$ cat src/rtl/mfg_pkg.sv
// Shared types and fixed bit positions for the mode flag generator.
// Assumes 32-bit source registers. The bit positions are architectural.
package mfg_pkg;
    typedef enum logic [1:0] {
        PRIV_KERN = 2'b00,
        PRIV_SUP  = 2'b01,
        PRIV_USER = 2'b10,
        PRIV_RSVD = 2'b11
    } priv_t;

    typedef struct packed {
        priv_t ksu;
        logic  cp0_ok;
        logic  fpu_ok;
        logic  fpu64;
        logic  rinh;
        logic  dsp;
        logic  dsp2;
        logic  cop1x;
        logic  msa;
        logic  fre;
        logic  elpa;
    } mode_flags_t;

    localparam int ST_EXL   = 1;
    localparam int ST_ERL   = 2;
    localparam int ST_KSU   = 3;
    localparam int ST_MX    = 24;
    localparam int ST_FR    = 26;
    localparam int ST_CU0   = 28;
    localparam int ST_CU1   = 29;
    localparam int ST_CU3   = 31;
    localparam int C3_LPA   = 7;
    localparam int C5_SBRI  = 6;
    localparam int C5_FRE   = 8;
    localparam int C5_MSAEN = 27;
    localparam int PG_ELPA  = 29;
    localparam int FI_F64   = 22;
    localparam int FI_FREP  = 29;

    // Flag values held while reset is applied: kernel, with CP0 access.
    localparam mode_flags_t FLAGS_RESET = '{ksu: PRIV_KERN, cp0_ok: 1'b1, default: 1'b0};
endpackage

$ cat src/rtl/mfg_priv.sv
// Privilege decode: works out the effective privilege level and the
// flags that depend on it. Combinational; the caller registers the result.
module mfg_priv
    import mfg_pkg::*;
(
    input  logic [1:0] ksu_raw,
    input  logic       exl,
    input  logic       erl,
    input  logic       dbg,
    input  logic       cu0,
    input  logic       isa_r6,
    input  logic       sbri_en,
    output priv_t      ksu,
    output logic       cp0_ok,
    output logic       rinh
);
    logic forced_kernel;

    // Any exception, error or debug state pins the core to kernel.
    always_comb forced_kernel = exl | erl | dbg;

    // Effective privilege and the flags that depend on it.
    always_comb begin
        ksu    = forced_kernel ? PRIV_KERN : priv_t'(ksu_raw);
        cp0_ok = (ksu == PRIV_KERN) | (cu0 & ~isa_r6);
        rinh   = (ksu != PRIV_KERN) & sbri_en;
    end
endmodule

$ cat src/rtl/mfg_feat.sv
// Feature decode: works out the coprocessor-1, DSP, SIMD, FPU-emulation
// and extended-addressing enables from register bits and straps.
// Combinational; no dependence on privilege.
module mfg_feat (
    input  logic cu1,
    input  logic fr,
    input  logic mx,
    input  logic cu3,
    input  logic f64_impl,
    input  logic frep_impl,
    input  logic msa_en,
    input  logic fre_en,
    input  logic lpa_impl,
    input  logic elpa_en,
    input  logic mode64,
    input  logic isa_r2,
    input  logic isa_m32,
    input  logic isa_m4,
    input  logic has_dsp,
    input  logic has_dspr2,
    input  logic has_msa,
    output logic fpu_ok,
    output logic fpu64,
    output logic dsp,
    output logic dsp2,
    output logic cop1x,
    output logic msa,
    output logic fre,
    output logic elpa
);
    // Coprocessor-1 and DSP enables.
    always_comb begin
        fpu_ok = cu1;
        fpu64  = fr;
        dsp    = (has_dspr2 | has_dsp) & mx;
        dsp2   = has_dspr2 & mx;
    end

    // Paired/extended FP enable, chosen by the first matching ISA strap.
    always_comb begin
        if (isa_r2)       cop1x = f64_impl;
        else if (isa_m32) cop1x = mode64;
        else if (isa_m4)  cop1x = cu3;
        else              cop1x = 1'b0;
    end

    // SIMD, FPU emulation and extended physical addressing.
    always_comb begin
        msa  = has_msa & msa_en;
        fre  = frep_impl & fre_en;
        elpa = lpa_impl & elpa_en;
    end
endmodule

$ cat src/rtl/mfg_pamask.sv
// Physical address mask: full PA_BITS ones when extended addressing is
// on, otherwise only the low BASE_BITS bits. Assumes PA_BITS >= BASE_BITS.
module mfg_pamask #(
    parameter int PA_BITS   = 40,
    parameter int BASE_BITS = 32
) (
    input  logic               elpa,
    output logic [PA_BITS-1:0] mask
);
    // One mask bit per address bit; the low bits are always present.
    for (genvar b = 0; b < PA_BITS; b++) begin : g_bit
        if (b < BASE_BITS) begin : g_base
            assign mask[b] = 1'b1;
        end else begin : g_ext
            assign mask[b] = elpa;
        end
    end
endmodule

$ cat src/rtl/mfg_flagreg.sv
// Output register for the flag vector and the address mask. Synchronous,
// active-low reset to the kernel state.
module mfg_flagreg
    import mfg_pkg::*;
#(
    parameter int PA_BITS   = 40,
    parameter int BASE_BITS = 32
) (
    input  logic               clk,
    input  logic               rst_n,
    input  mode_flags_t        flags_d,
    input  logic [PA_BITS-1:0] mask_d,
    output mode_flags_t        flags_q,
    output logic [PA_BITS-1:0] mask_q
);
    localparam logic [PA_BITS-1:0] MASK_RST = PA_BITS'({BASE_BITS{1'b1}});

    // Capture the decoded flags each cycle.
    always_ff @(posedge clk) begin
        if (!rst_n) begin
            flags_q <= FLAGS_RESET;
            mask_q  <= MASK_RST;
        end else begin
            flags_q <= flags_d;
            mask_q  <= mask_d;
        end
    end
endmodule

$ cat src/rtl/mode_flag_gen.sv
// Mode flag generator top. It slices the architectural bits out of the
// source registers, decodes privilege and feature flags and registers them.
// Assumes the register inputs are stable values from the owning registers.
module mode_flag_gen
    import mfg_pkg::*;
#(
    parameter int PA_BITS   = 40,
    parameter int BASE_BITS = 32
) (
    input  logic               clk,
    input  logic               rst_n,
    input  logic [31:0]        status_i,
    input  logic [31:0]        cfg3_i,
    input  logic [31:0]        cfg5_i,
    input  logic [31:0]        pgrain_i,
    input  logic [31:0]        fpu_impl_i,
    input  logic               debug_mode_i,
    input  logic               mode64_i,
    input  logic               isa_r6_i,
    input  logic               isa_r2_i,
    input  logic               isa_m32_i,
    input  logic               isa_m4_i,
    input  logic               has_dsp_i,
    input  logic               has_dspr2_i,
    input  logic               has_msa_i,
    output logic [1:0]         ksu_o,
    output logic               cp0_ok_o,
    output logic               fpu_ok_o,
    output logic               fpu64_o,
    output logic               rinh_o,
    output logic               dsp_o,
    output logic               dsp2_o,
    output logic               cop1x_o,
    output logic               msa_o,
    output logic               fre_o,
    output logic               elpa_o,
    output logic [PA_BITS-1:0] pa_mask_o
);
    mode_flags_t        flags_d, flags_q;
    logic [PA_BITS-1:0] mask_d, mask_q;
    logic               unused_reg_bits;

    // Only named bits of the source registers matter.
    assign unused_reg_bits = ^{status_i, cfg3_i, cfg5_i, pgrain_i, fpu_impl_i};

    mfg_priv u_priv (
        .ksu_raw (status_i[ST_KSU+1:ST_KSU]),
        .exl     (status_i[ST_EXL]),
        .erl     (status_i[ST_ERL]),
        .dbg     (debug_mode_i),
        .cu0     (status_i[ST_CU0]),
        .isa_r6  (isa_r6_i),
        .sbri_en (cfg5_i[C5_SBRI]),
        .ksu     (flags_d.ksu),
        .cp0_ok  (flags_d.cp0_ok),
        .rinh    (flags_d.rinh)
    );

    mfg_feat u_feat (
        .cu1       (status_i[ST_CU1]),
        .fr        (status_i[ST_FR]),
        .mx        (status_i[ST_MX]),
        .cu3       (status_i[ST_CU3]),
        .f64_impl  (fpu_impl_i[FI_F64]),
        .frep_impl (fpu_impl_i[FI_FREP]),
        .msa_en    (cfg5_i[C5_MSAEN]),
        .fre_en    (cfg5_i[C5_FRE]),
        .lpa_impl  (cfg3_i[C3_LPA]),
        .elpa_en   (pgrain_i[PG_ELPA]),
        .mode64    (mode64_i),
        .isa_r2    (isa_r2_i),
        .isa_m32   (isa_m32_i),
        .isa_m4    (isa_m4_i),
        .has_dsp   (has_dsp_i),
        .has_dspr2 (has_dspr2_i),
        .has_msa   (has_msa_i),
        .fpu_ok    (flags_d.fpu_ok),
        .fpu64     (flags_d.fpu64),
        .dsp       (flags_d.dsp),
        .dsp2      (flags_d.dsp2),
        .cop1x     (flags_d.cop1x),
        .msa       (flags_d.msa),
        .fre       (flags_d.fre),
        .elpa      (flags_d.elpa)
    );

    mfg_pamask #(.PA_BITS(PA_BITS), .BASE_BITS(BASE_BITS)) u_mask (
        .elpa (flags_d.elpa),
        .mask (mask_d)
    );

    mfg_flagreg #(.PA_BITS(PA_BITS), .BASE_BITS(BASE_BITS)) u_reg (
        .clk     (clk),
        .rst_n   (rst_n),
        .flags_d (flags_d),
        .mask_d  (mask_d),
        .flags_q (flags_q),
        .mask_q  (mask_q)
    );

    // Drive the ports from the registered flag vector.
    always_comb begin
        ksu_o     = flags_q.ksu;
        cp0_ok_o  = flags_q.cp0_ok;
        fpu_ok_o  = flags_q.fpu_ok;
        fpu64_o   = flags_q.fpu64;
        rinh_o    = flags_q.rinh;
        dsp_o     = flags_q.dsp;
        dsp2_o    = flags_q.dsp2;
        cop1x_o   = flags_q.cop1x;
        msa_o     = flags_q.msa;
        fre_o     = flags_q.fre;
        elpa_o    = flags_q.elpa;
        pa_mask_o = mask_q;
    end
endmodule

$ cat config.mk
export PLATFORM = sky130hd
export DESIGN_NAME = mode_flag_gen
export DESIGN_NICKNAME = d
export VERILOG_FILES = /design/src/rtl/mfg_pkg.sv /design/src/rtl/mfg_priv.sv /design/src/rtl/mfg_feat.sv /design/src/rtl/mfg_pamask.sv /design/src/rtl/mfg_flagreg.sv /design/src/rtl/mode_flag_gen.sv
export SDC_FILE = /design/constraint.sdc
export NUM_CORES = 1
export LEC_CHECK = 0
export ABC_CLOCK_PERIOD_IN_PS = 800
export BUFFER_PORTS_ARGS = -buffer_cell sky130_fd_sc_hd__buf_4
export CORE_AREA = 2 2 87 89
export CTS_CLUSTER_DIAMETER = 100
export DETAILED_ROUTE_END_ITERATION = 12
export DIE_AREA = 0 0 89 91
export SLEW_MARGIN = 20
export SYNTH_ARGS = -nofsm -noshare
export SYNTH_HDL_FRONTEND = slang
export SYNTH_SLANG_ARGS = --single-unit
$ cat constraint.sdc
create_clock -name clk -period 0.8 [get_ports clk]
set_clock_uncertainty 0.15 [all_clocks]
set_input_delay 0 -clock clk [delete_from_list [all_inputs] [get_ports clk]]
set_output_delay 0 -clock clk [all_outputs]
set_load 0.02 [all_outputs]
==> flow_summary_export.csv, run 1 <==
group,metric,value,unit
die,die-area,8100,sq um
yosys,ys_types,12,
placed_design,dpl.cell_count,208,
worst_setup_path,critPathRequiredTime,0.65,ns
final_layout,fin_cells,214,
global_route,grt_usage,3.61,%
yosys,synth-simple-area-share,13.2,%
clock_tree,htreeDepth,1,
yosys,synthAdderAreaFrac,0,%
timing,fin_hold_ws,-0.203,ns
timing,setup_viol,20,
timing,hold_viol,12,
placed_design,place_congestion,0.615,
clock_tree,ctsHoldBuffers,1,
final_layout,layout-drive-gt1-share,63.2,%
die,start_util,9.66,%
worst_setup_path,startpoint_type,"flip-flop",
drt,drcViolationCount,0,
worst_setup_path,cp_max_fo,9,
final_layout,fin_area,1110,sq um
power,power.total,1.70,mW
global_route,grt.overflow.total,0,
yosys,synth_compound_area_share,6.17,%
power,irDropWorstVdd,0.317,mV
timing,period_needed,0.915,ns
yosys,syn_area_per_cell,9.71,sq um
final_layout,finish.utilization,15.6,%
timing,rsz0062_at_grt,"yes",
yosys,synth.ff_latch_count,12,
worst_setup_path,crit_arrival,0.76,ns
die,dieHeight,91,microns
drt,drt-total-wl,1690,microns
final_layout,nFillCells,817,
die,dieWidth,89,microns
worst_setup_path,crit_slowest_cell,"dfxtp_4",
final_layout,nets,286,
flow_run,drv_cap,0,
global_route,grt_first_pass_wirelength,2050,microns
worst_setup_path,max_stage_delay,0.38,ns
yosys,yosysWarnings,0,
yosys,synthMuxAreaShare,0,%
yosys,synth_area,689,sq um
timing,finalWorstSetupSlack,-0.115,ns
timing,fmax,1.09,GHz
drt,viasPerCell,2.39,
power,p_per_area,1530,nW/um^2
run_status,violations,"hold timing, setup timing",
drt,detail-route-antenna-nets,0,
drt,num_vias,512,
placed_design,io_buffers,46,
yosys,synth-xor-area-share,0,%
worst_setup_path,cp_cell_sequence,"buf_4",
yosys,synth_top_family_by_area,"buffers and inverters",
power,leakagePower,0.579,nW
worst_setup_path,worst-path-buf-inv,1,
final_layout,largest_register_ffs,12,
timing,setup_tns,-1.28,ns
min_path,hp-class,"in -> reg",
drt,wl_per_cell,7.88,microns
final_layout,largest-register,"u_reg.flags_q",
final_layout,syn2layout_area_growth,61.2,%
global_route,antenna_found_initial,1,
worst_setup_path,crit_type,"reg -> out",
placed_design,dp_slack,-0.116,ns
timing,slew_viol_final,0,
worst_setup_path,endpoint_kind,"primary output",
clock_tree,cts_tree,"yes",
timing,layout_worst_path_cycle_share,114,%
placed_design,dpl_cell_area,983,sq um
die,core_area,7140,sq um
placed_design,dp_hpwl,1550,microns
clock_tree,clockRootBuffer,"clkbuf_8",
clock_tree,cts_buffer_depth,2,
clock_tree,clk_pin_slew,0.05,ns
run_status,status,"finished with violations",
clock_tree,cts_setup_buffers,0,
global_route,grt_pass1_vias,427,
die,pin_count,223,
yosys,ys_seq_area_share,34.8,%
clock_tree,cts_buffers,3,
global_route,grt_max_degree,10,
drt,drt_iter0_drc,15,
worst_setup_path,cpLargestDelayFamily,"flip-flops",
yosys,syn_inst,71,
drt,first_pass_iters,2,
final_layout,largestRegisters,"u_reg.flags_q (12)",
clock_tree,numClockSinks,12,
die,rows,31,
[layout make-up]
| type | instances | area [sq um] | area share (%) |
|---|---|---|---|
| timing repair buffer | 48 | 407 | 36.6 |
| sequential | 12 | 258 | 23.2 |
| multi-input combinational | 47 | 254 | 22.9 |
| tap | 99 | 124 | 11.1 |
| clock buffer | 4 | 55.1 | 4.95 |
| inverter | 3 | 11.3 | 1.01 |
| antenna | 1 | 2.50 | 0.225 |
[cells in the final DEF (no fill, tap or decap)]
master          instances
and3_2                  4
o221ai_1                1
inv_1                   3
dfxtp_2                11
nand3b_1                1
a21oi_1                 1
a221oi_1                1
buf_6                  11
o211a_1                 2
dlymetal6s4s_1          1
conb_1                 32
diode_2                 1
buf_4                  36
clkbuf_8                4
dfxtp_4                 1
and2_2                  4
nor4b_4                 1
[worst paths after layout]
| path | from | end | slack, ns | cells past startpoint |
|---|---|---|---|---|
| max | u_reg.flags_q[0] | pa_mask_o[35] | -0.11 | 1 |
| min | isa_r2_i | u_reg.flags_q[3] | -0.20 | 2 |
[routing by layer]
layer,GRT usage (%),part of all wire [%]
met5,0,0
met4,2.24,1.6
met3,3.36,24
met2,5.29,43
met1,3.17,32
[Yosys cell counts]
| cell type | n | area (sq um) |
|---|---|---|
| and2_2 | 4 | 30.0 |
| nor4b_4 | 1 | 23.8 |
| and3_2 | 4 | 30.0 |
| a221oi_1 | 1 | 8.76 |
| o211a_1 | 2 | 20.0 |
| nand3b_1 | 1 | 7.51 |
| a21oi_1 | 1 | 5.00 |
| buf_4 | 40 | 300 |
| inv_1 | 3 | 11.3 |
| o221ai_1 | 1 | 8.76 |
| dfxtp_1 | 12 | 240 |
| conb_1 | 1 | 3.75 |
[power by group]
part / switching [mW] / total, mW / internal [mW]
combinational: 0.236 / 0.404 / 0.168
clock: 0.222 / 0.656 / 0.435
sequential: 0.0135 / 0.637 / 0.624
total: 0.471 / 1.70 / 1.23
[logic make-up after synthesis]
logic type / count (synthesis)
buffers and inverters: 43
flip-flops: 12
AND/OR/NAND/NOR: 10
AO/OA/AOI/OAI: 5
other: 1
[repair_timing]
| item | CTS | global route |
|---|---|---|
| setup endpoints to repair | 20 | 21 |
| resized for setup | 22 | 2 |
| hold endpoints to repair | 12 | 12 |
No activity file was read; power rests on OpenSTA's default activity.
==> run 2, diff against run 1 <==
Settings changed: CORE_AREA 2 2 87 89 to 4 4 84 86, DIE_AREA 0 0 89 91 to 0 0 88 90, PLACE_DENSITY_LB_ADDON set to 0.25.
==> flow_summary_export.csv, run 2 (synthesized netlist as in run 1, its figures left out) <==
group,metric,value,unit
global_route,grt.overflow.total,0,
worst_setup_path,cp_num_cells,1,
global_route,grt_max_degree,10,
final_layout,seq_area,258,sq um
die,dieWidth,88,microns
worst_setup_path,cpLargestDelayFamily,"flip-flops",
run_status,status,"finished with violations",
power,p_per_area,1590,nW/um^2
die,dieHeight,90,microns
power,power.total,1.73,mW
final_layout,multi_input_area,254,sq um
run_status,violations,"hold timing, setup timing",
placed_design,dp_hpwl,1590,microns
global_route,grt_usage,4.31,%
drt,drt_iter0_drc,4,
placed_design,place_congestion,0.628,
worst_setup_path,cp_max_fo,9,
drt,drt-total-wl,1810,microns
timing,hold_viol,12,
final_layout,syn2layout_area_growth,57.5,%
power,leakagePower,0.575,nW
drt,wl_per_cell,9.45,microns
timing,rsz0062_at_grt,"yes",
worst_setup_path,cp_cell_sequence,"buf_4",
clock_tree,cts_tree,"yes",
timing,setup_viol,20,
clock_tree,numClockSinks,12,
worst_setup_path,critPathRequiredTime,0.65,ns
clock_tree,cts_buffers,3,
drt,detail-route-antenna-nets,0,
global_route,grt_first_pass_wirelength,2530,microns
clock_tree,clk_pin_slew,0.05,ns
global_route,antenna_found_initial,0,
flow_run,drv_cap,0,
die,die-area,7920,sq um
min_path,holdPathStages,2,
clock_tree,htreeDepth,1,
placed_design,io_buffers,46,
timing,layout_worst_path_cycle_share,115,%
drt,num_vias,520,
final_layout,largestRegisters,"u_reg.flags_q (12)",
power,irDropWorstVdd,0.473,mV
timing,fin_hold_ws,-0.196,ns
clock_tree,cts_buffer_depth,2,
final_layout,finish.utilization,17.3,%
die,start_util,11.0,%
worst_setup_path,endpoint_kind,"primary output",
worst_setup_path,startpoint_type,"flip-flop",
worst_setup_path,worst-path-buf-inv,1,
clock_tree,clockRootBuffer,"clkbuf_8",
placed_design,dpl_cell_area,963,sq um
worst_setup_path,crit_arrival,0.77,ns
timing,fmax,1.09,GHz
placed_design,dpl.cell_count,187,
timing,finalWorstSetupSlack,-0.116,ns
worst_setup_path,crit_type,"reg -> out",
final_layout,fin_area,1090,sq um
final_layout,largest-register,"u_reg.flags_q",
min_path,hp-class,"in -> reg",
final_layout,antenna_cells,0,
timing,period_needed,0.916,ns
final_layout,mostFrequentLayoutCells,"buf_4 (37), conb_1 (32), buf_6 (11), dfxtp_2 (11)",
drt,viasPerCell,2.71,
clock_tree,ctsHoldBuffers,1,
timing,slew_viol_final,0,
final_layout,largest_register_ffs,12,
final_layout,fin_cells,192,
final_layout,layout_commonest_cell,"buf_4",
worst_setup_path,crit_slowest_cell,"dfxtp_4",
final_layout,layout-drive-gt1-share,63.5,%
final_layout,nFillCells,692,
die,pin_count,223,
global_route,grt_pass1_vias,467,
drt,first_pass_iters,2,
drt,drcViolationCount,0,
worst_setup_path,max_stage_delay,0.38,ns
die,rows,29,
die,core_area,6280,sq um
final_layout,nets,287,
[run 2: cell types whose count changed in the layout (fill, tap and decap cells not counted), sizes merged]
cell,change
buf,+1
diode,-1
dlymetal6s4s,-1
dlygate4sd3,+1
[run 2: final cells by class]
class / count / area share [%]
Clock buffer: 4 / 5.07
Inverter: 3 / 1.04
Multi-Input combinational cell: 47 / 23.4
Sequential cell: 12 / 23.7
Tap cell: 77 / 8.87
Timing Repair Buffer: 49 / 37.9
[run 2: final timing paths]
path	from	endpoint	slack (ns)
worst max-delay path	u_reg.flags_q[0]	pa_mask_o[35]	-0.12
worst min-delay path	isa_r2_i	u_reg.flags_q[3]	-0.20
[run 2: timing repair]
action	in CTS	in global routing
endpoints found under the hold margin	12	12
buffers inserted	0	0
gates resized for setup	23	0
pin swaps	0	0
endpoints found under the setup margin	20	20
[run 2: power breakdown]
part           internal [mW]  switching [mW]  leakage (nW)
combinational          0.171           0.242         0.443
sequential             0.623          0.0136         0.103
clock                  0.435           0.245        0.0288
[run 2: layer usage]
layer  vias up  GRT usage (%)  routed length [microns]
met3         0           3.20                      416
met4         0              0                        0
met5         -              0                        0
met2        61           6.34                      705
li1        242              -                        -
met1       217           5.38                      692
[run 2: stage by stage]
step | worst slack, ns | TNS, ns
after floorplan | 0.0484 | 0
after global placement | -0.0976 | -0.204
after detailed placement | -0.0964 | -0.185
after CTS | -0.137 | -1.68
after global routing | -0.162 | -2.00
final | -0.116 | -1.34
==> run 3, diff against run 2 <==
Settings changed: MAX_ROUTING_LAYER set to met4.
==> flow_summary_export.csv, run 3 (synthesized netlist as in run 1, its figures left out) <==
group,metric,value,unit
final_layout,largest-register,"u_reg.flags_q",
placed_design,io_buffers,46,
drt,highest_layer,"met3",
timing,slew_viol_final,0,
global_route,grt_usage,4.43,%
final_layout,nets,287,
placed_design,place_congestion,0.633,
timing,finalWorstSetupSlack,-0.116,ns
drt,wl_met3,403,microns
final_layout,finish.utilization,17.3,%
global_route,antenna_found_initial,0,
die,dieWidth,88,microns
worst_setup_path,cp_cell_sequence,"buf_4",
worst_setup_path,crit_arrival,0.77,ns
timing,rsz0062_at_grt,"yes",
worst_setup_path,startpoint_type,"flip-flop",
drt,drt-total-wl,1810,microns
clock_tree,clk_pin_slew,0.05,ns
final_layout,largest_register_ffs,12,
drt,viasPerCell,2.71,
drt,num_vias,520,
final_layout,nFillCells,692,
clock_tree,cts_tree,"yes",
die,dieHeight,90,microns
final_layout,antenna_cells,0,
timing,setup_viol,20,
drt,drcViolationCount,0,
drt,drt_iter0_drc,3,
final_layout,fin_cells,192,
timing,layout_worst_path_cycle_share,115,%
min_path,hp-class,"in -> reg",
final_layout,fin_area,1090,sq um
placed_design,dpl_cell_area,963,sq um
final_layout,multi_input_area,254,sq um
drt,first_pass_iters,2,
timing,hold_viol,12,
run_status,violations,"hold timing, setup timing",
timing,fmax,1.09,GHz
die,core_area,6280,sq um
worst_setup_path,crit_slowest_cell,"dfxtp_4",
final_layout,largestRegisters,"u_reg.flags_q (12)",
power,p_per_area,1590,nW/um^2
final_layout,layout-drive-gt1-share,63.5,%
clock_tree,numClockSinks,12,
clock_tree,ctsHoldBuffers,1,
worst_setup_path,endpoint_kind,"primary output",
final_layout,mostFrequentLayoutCells,"buf_4 (37), conb_1 (32), buf_6 (11), dfxtp_2 (11)",
die,die-area,7920,sq um
timing,setup_tns,-1.34,ns
global_route,grt.overflow.total,0,
timing,period_needed,0.916,ns
run_status,status,"finished with violations",
worst_setup_path,cp_max_fo,9,
final_layout,syn2layout_area_growth,57.5,%
clock_tree,cts_buffers,3,
drt,wl_per_cell,9.45,microns
placed_design,dpl.cell_count,187,
drt,met1_length,705,microns
final_layout,layout_commonest_cell,"buf_4",
clock_tree,cts_buffer_depth,2,
drt,wl_met2,705,microns
timing,fin_hold_ws,-0.196,ns
worst_setup_path,cpLargestDelayFamily,"flip-flops",
worst_setup_path,worst-path-buf-inv,1,
drt,detail-route-antenna-nets,0,
power,power.total,1.73,mW
global_route,grt_first_pass_wirelength,2530,microns
clock_tree,htreeDepth,1,
worst_setup_path,max_stage_delay,0.38,ns
die,pin_count,223,
global_route,grt_max_degree,10,
worst_setup_path,critPathRequiredTime,0.65,ns
die,rows,29,
power,leakagePower,0.575,nW
die,start_util,11.0,%
worst_setup_path,crit_type,"reg -> out",
flow_run,drv_cap,0,
placed_design,dp_hpwl,1590,microns
clock_tree,cts_setup_buffers,0,
power,irDropWorstVdd,0.473,mV
final_layout,seq_area,258,sq um
clock_tree,clockRootBuffer,"clkbuf_8",
global_route,grt_pass1_vias,467,
-- run 3: cell counts in the layout (fill, tap and decap cells not counted) --
Identical to the previous run, type by type.
-- run 3: path summary, 6_finish.rpt --
path	from	endpoint	slack [ns]	cells past startpoint
worst max-delay path	u_reg.flags_q[0]	pa_mask_o[35]	-0.12	1
worst min-delay path	isa_r2_i	u_reg.flags_q[3]	-0.20	2
-- run 3: timing repair --
action,CTS,global route
resized for setup,23,0
endpoints found under the hold margin,12,12
endpoints found under the setup margin,20,20
-- run 3: per-stage QoR --
step / setup slack [ns] / hold WS [ns]
floorplan: 0.0484 / -0.0423
global placement: -0.0976 / 0.0629
detailed placement: -0.0964 / 0.0617
CTS: -0.137 / -0.206
global route: -0.162 / -0.196
finish: -0.116 / -0.196
-- run 3: layout make-up --
| cell class | count | share of cell area [%] |
|---|---|---|
| Inverter | 3 | 1.04 |
| Clock buffer | 4 | 5.07 |
| Sequential cell | 12 | 23.7 |
| Multi-Input combinational cell | 47 | 23.4 |
| Timing Repair Buffer | 49 | 37.9 |
| Tap cell | 77 | 8.87 |
-- run 3: layer usage --
| metal | track usage (%) | up-vias |
|---|---|---|
| met1 | 5.49 | 217 |
| met3 | 3.02 | 0 |
| met2 | 6.34 | 61 |
| met4 | 0 | 0 |
| met5 | - | - |
| li1 | - | 242 |
-- run 3: report_power, final --
group	total, mW	internal [mW]	switching (mW)
Clock	0.680	0.435	0.245
Sequential	0.637	0.623	0.0136
Combinational	0.412	0.171	0.242
